### src/rtl/adaptive_refresh_ctl.sv
module adaptive_refresh_ctl #(
  parameter int ROWS      = 64,
  parameter int SLOW_MULT = 4,
  parameter int ROUND_CYC = 3200000,
  parameter int SCRUB_CYC = 1000000000
) (
  input  logic                      clk,
  input  logic                      rst_n,
  input  logic                      prof_we,
  input  logic [ROWS-1:0]           prof_bits,
  input  logic                      ecc_err,
  input  logic [$clog2(ROWS)-1:0]   ecc_row,
  output logic                      ref_valid,
  input  logic                      ref_ready,
  output logic [$clog2(ROWS)-1:0]   ref_row,
  output logic                      scr_valid,
  input  logic                      scr_ready,
  output logic [$clog2(ROWS)-1:0]   scr_row,
  output logic [$clog2(ROWS+1)-1:0] fast_count
);
  localparam int RW = $clog2(ROWS);
  localparam int CW = $clog2(ROWS + 1);
  localparam int TW = $clog2(ROUND_CYC);
  localparam int SW = $clog2(SCRUB_CYC);
  localparam int MW = (SLOW_MULT > 1) ? $clog2(SLOW_MULT) : 1;

  logic [ROWS-1:0] fast, fast_d;
  logic [TW-1:0]   rtmr;
  logic [SW-1:0]   stmr;
  logic            rtick, stick, rpend, spend;
  logic            in_round, in_scrub;
  logic [RW-1:0]   rptr, sptr;
  logic [MW-1:0]   ridx;
  logic            need, radv, sadv, rstart, sstart;
  logic [CW-1:0]   cnt;

  // period timers
  assign rtick = rtmr == TW'(ROUND_CYC - 1);
  assign stick = stmr == SW'(SCRUB_CYC - 1);

  always_ff @(posedge clk) begin
    if (!rst_n) begin
      rtmr <= '0;
      stmr <= '0;
    end else begin
      rtmr <= rtick ? '0 : rtmr + 1'b1;
      stmr <= stick ? '0 : stmr + 1'b1;
    end
  end

  assign rstart = rpend && !in_round;
  assign sstart = spend && !in_scrub;

  always_ff @(posedge clk) begin
    if (!rst_n) begin
      rpend <= 1'b0;
      spend <= 1'b0;
    end else begin
      if (rstart) rpend <= 1'b0;
      if (rtick)  rpend <= 1'b1;
      if (sstart) spend <= 1'b0;
      if (stick)  spend <= 1'b1;
    end
  end

  // refresh round walker
  assign need      = fast[rptr] || (ridx == '0);
  assign ref_valid = in_round && need;
  assign ref_row   = rptr;
  assign radv      = in_round && (!need || ref_ready);

  always_ff @(posedge clk) begin
    if (!rst_n) begin
      in_round <= 1'b0;
      rptr     <= '0;
      ridx     <= '0;
    end else if (rstart) begin
      in_round <= 1'b1;
      rptr     <= '0;
    end else if (radv) begin
      if (rptr == RW'(ROWS - 1)) begin
        in_round <= 1'b0;
        ridx     <= (ridx == MW'(SLOW_MULT - 1)) ? '0 : ridx + 1'b1;
      end else begin
        rptr <= rptr + 1'b1;
      end
    end
  end

  // scrub walker, yields to refresh
  assign scr_valid = in_scrub && !ref_valid;
  assign scr_row   = sptr;
  assign sadv      = scr_valid && scr_ready;

  always_ff @(posedge clk) begin
    if (!rst_n) begin
      in_scrub <= 1'b0;
      sptr     <= '0;
    end else if (sstart) begin
      in_scrub <= 1'b1;
      sptr     <= '0;
    end else if (sadv) begin
      if (sptr == RW'(ROWS - 1)) in_scrub <= 1'b0;
      else                       sptr     <= sptr + 1'b1;
    end
  end

  // rate table: load overwrites, ECC error upgrades and wins
  always_comb begin
    fast_d = prof_we ? prof_bits : fast;
    if (ecc_err && (int'(ecc_row) < ROWS)) fast_d[ecc_row] = 1'b1;
  end

  always_ff @(posedge clk) begin
    if (!rst_n) fast <= '1;
    else        fast <= fast_d;
  end

  always_comb begin
    cnt = '0;
    for (int i = 0; i < ROWS; i++) cnt = cnt + CW'(fast[i]);
  end
  assign fast_count = cnt;

  p_ref_hold_r5: assert property (@(posedge clk) disable iff (!rst_n)
    ref_valid && !ref_ready && !prof_we |=> ref_valid && $stable(ref_row));

  p_scr_hold_r6: assert property (@(posedge clk) disable iff (!rst_n)
    scr_valid && !scr_ready && !prof_we |=> $stable(scr_row));

  p_ecc_upgrade_r7: assert property (@(posedge clk) disable iff (!rst_n)
    ecc_err |=> fast[$past(ecc_row)]);

  p_no_clear_r8: assert property (@(posedge clk) disable iff (!rst_n)
    !prof_we |=> ((fast & $past(fast)) == $past(fast)));

  p_upgrade_wins_r9: assert property (@(posedge clk) disable iff (!rst_n)
    prof_we && ecc_err |=> fast[$past(ecc_row)]);

  p_ref_first_r10: assert property (@(posedge clk) disable iff (!rst_n)
    ref_valid |-> !scr_valid);

  p_load_r2: assert property (@(posedge clk) disable iff (!rst_n)
    prof_we && !ecc_err |=> fast == $past(prof_bits));
endmodule

### config.mk
export PLATFORM = sky130hd
export DESIGN_NAME = adaptive_refresh_ctl
export DESIGN_NICKNAME = d
export VERILOG_FILES = /design/src/rtl/adaptive_refresh_ctl.sv
export SDC_FILE = /design/constraint.sdc
export NUM_CORES = 1
export LEC_CHECK = 0
export CAP_MARGIN = 20
export CORE_MARGIN = 4
export CORE_UTILIZATION = 55
export DETAILED_ROUTE_END_ITERATION = 8
export PLACE_DENSITY = 0.76
export REMOVE_ABC_BUFFERS = 1
export SYNTH_ARGS = -nofsm -noshare
export SYNTH_HDL_FRONTEND = slang
export SYNTH_SLANG_ARGS = --single-unit
### constraint.sdc
create_clock -name clk -period 15.91 [get_ports clk]
set_input_delay 2.3865 -clock clk [delete_from_list [all_inputs] [get_ports clk]]
set_output_delay 2.3865 -clock clk [all_outputs]
set_load 0.02 [all_outputs]
==> qor.yml <==
status: "finished, final reports clean"
relSlewSlack: 0.266
yosysWarnings: 0
fin_tns_setup_ns: 0
yosysSeqAreaShare: 0.333
end_kind: "output pin"
peakVddDrop_mv: 0.588
firstDrtPassIters: 5
path_common_cell: "fa_1"
syn_inst: 839
cts_buffer_depth: 2
clock_latency_ns: 0.42
crit_arrival_ns: 6.90
required_ns: 13.52
core_um2: 14100
cts_tree: "done"
floorplan.rows: 43
cp_num_buf_inv: 7
grt.met2_usage: 0.391
drv_cap: 0
hold_viol_final: 0
path_class: "reg2out"
ant_nets: 0
gp_congestion: 0.944
yosysTopAreaCellShare: 0.333
drtIter0Drc: 465
power_frac_comb: 0.700
synth_area_leaders: "dfxtp_1 33%, fa_1 13%, mux2i_1 9.7%"
wl_per_cell_um: 18.2
gr-total-overflow: 0
synth.largest_area_cell: "dfxtp_1"
grt_usage: 0.256
drive_gt1_frac: 0.0599
slowest_delay_ns: 0.62
placed_cell_area_um2: 9090
drc_errors: 0
yosysMostFrequentCell: "dfxtp_1"
antenna_found_initial: 0
syn2layout_area_growth_pct: 20.8
cts_resized: 0
clkTransAtPathRegs_ns: 0.06
slowest_stage: "clkdlybuf4s50_1"
busiest_layer: "met2"
die_y_um: 129
grt_max_degree: 82
die-area_um2: 16600
min_path_type: "reg2reg"
grt_pass1_vias: 6402
fin_ws_ns: 6.62
fin_crit_ns: 9.29
synth.cell_area_um2: 8050
worst_pin_slew_ns: 1.10
dp_slack_ns: 7.09
htree_levels: 4
ys_ff_latch: 134
nNetsFinal: 1074
path_cells: "inv_1 -> fa_1 -> inv_1 -> fa_1 -> fa_1 -> inv_1 -> fa_1 -> inv_1 -> fa_1 -> fa_1 -> fa_1 -> inv_1 -> fa_1 -> inv_1 -> ha_1 -> a21o_1 -> a21oi_1 -> o21bai_1 -> a21oi_1 -> xnor2_1 -> clkdlybuf4s50_1"
die_w_um: 129
post_cts_buffers: 0
p_sw_uw: 1110
clock.fmax_mhz: 108
hold_buffers: 0
met3_usage: 0.0589
cellLeakagePower_uw: 0.00404
ys.flop_type: "dfxtp_1"
dp_hpwl_um: 14300
yosysUniqueCellTypes: 52
final-setup-viol-count: 0
power_density_nw_per_um2: 268
cts_made_buffers: 17
io_pins: 97
min_period_over_period: 0.584
drv_slew: 0
start_kind: "register"
grt_util_met1: 0.364
async_reset_ff_frac: 0
p_int_uw: 1500
vias: 6362
drt-total-wl_um: 20300
grt_pass1_wl_um: 33200
pwr-share-seq: 0.137
diodes: 0
clock-root-buffer: "clkbuf_16"
yosys-top-cells-count: "134 x dfxtp_1, 105 x inv_1, 78 x mux2i_1, 71 x nor2_1, 67 x o211ai_1"
vias_per_cell: 5.71
start_util: 0.571
cts_sinks: 134
synth-edff-count: 0
p_clk_frac: 0.163
fin_skew_ns: 0.00529
cp_max_fo: 3
power_switching_share: 0.427
rsz0062_at_grt: "false"
crit_family: "adder cells"
io_buffers: 96
fin_area_um2: 9730
postSynthAreaPerCell_um2: 9.60
power by group through the flow:
stage / Combinational, uW / Sequential [uW] / Clock [uW]
after floorplan: 1170 / 361 / 0
after global placement: 1810 / 365 / 0
after detailed placement: 1830 / 365 / 0
after CTS: 1840 / 358 / 429
after global routing: 2000 / 359 / 443
final: 1830 / 358 / 425
final timing paths:
check / from / end / slack [ns] / depth (start not counted)
max: fast[35] / fast_count[5] / 6.62 / 21
min: rtmr[0] / rtmr[0] / 0.48 / 1
max reg2reg: ref_row[0] / scr_row[3] / 13.29 / 9
min reg2reg: rtmr[0] / rtmr[0] / 0.48 / 1
cells by family after synthesis:
group                      share of synthesized area
muxes                                          0.128
buffers and inverters                         0.0699
and+or+nand+nor                                0.146
AOI/OAI and AO/OA                              0.101
adders and majority gates                      0.167
xor gates and xnor gates                      0.0544
DFF                                            0.333
per-stage QoR:
step                      cells   util  hold slack [ns]  power, uW
after floorplan             804      -            0.430       1530
after CTS                  1115  0.690            0.483       2630
after global placement     1084  0.645            0.447       2170
final                      1115  0.690            0.481       2610
after detailed placement   1084  0.645            0.456       2200
after global routing       1115  0.690            0.513       2800
state kept, by name, indices dropped and copies added, names as in the netlist:
signal,flops
ridx,2
spend,1
in_scrub,1
ref_row,6
stmr,30
scr_row,6
rpend,1
fast,64
in_round,1
rtmr,22
final cells by class:
class	instances	area, um2
Multi-Input combinational cell	564	4810
Fill cell	1117	4370
Sequential cell	134	2680
Timing Repair Buffer	100	983
Clock buffer	18	439
Inverter	106	398
Tap cell	180	225
Clock inverter	13	195
per-layer routing:
layer  vias up  part of all wire
met5         -                 0
li1       3053                 -
met4         0             0.013
met2       207              0.45
met1      3076              0.46
met3        26             0.077
layout by cell type (no fill, tap or decap), types with 5 or more instances in the layout:
master	count
fa_1	54
and3_1	18
nand3_1	28
xnor2_1	20
inv_1	105
dfxtp_1	134
or3_1	12
buf_4	5
nand4_1	15
o21ai_0	11
and2_1	6
nand2_1	49
nor2b_1	8
mux2i_1	78
o211ai_1	67
nor3_1	5
mux4_2	11
clkbuf_16	17
a21oi_1	11
xor2_1	30
clkdlybuf4s50_1	94
ha_1	21
nor2_1	71
(Power assumes the default switching activity.)
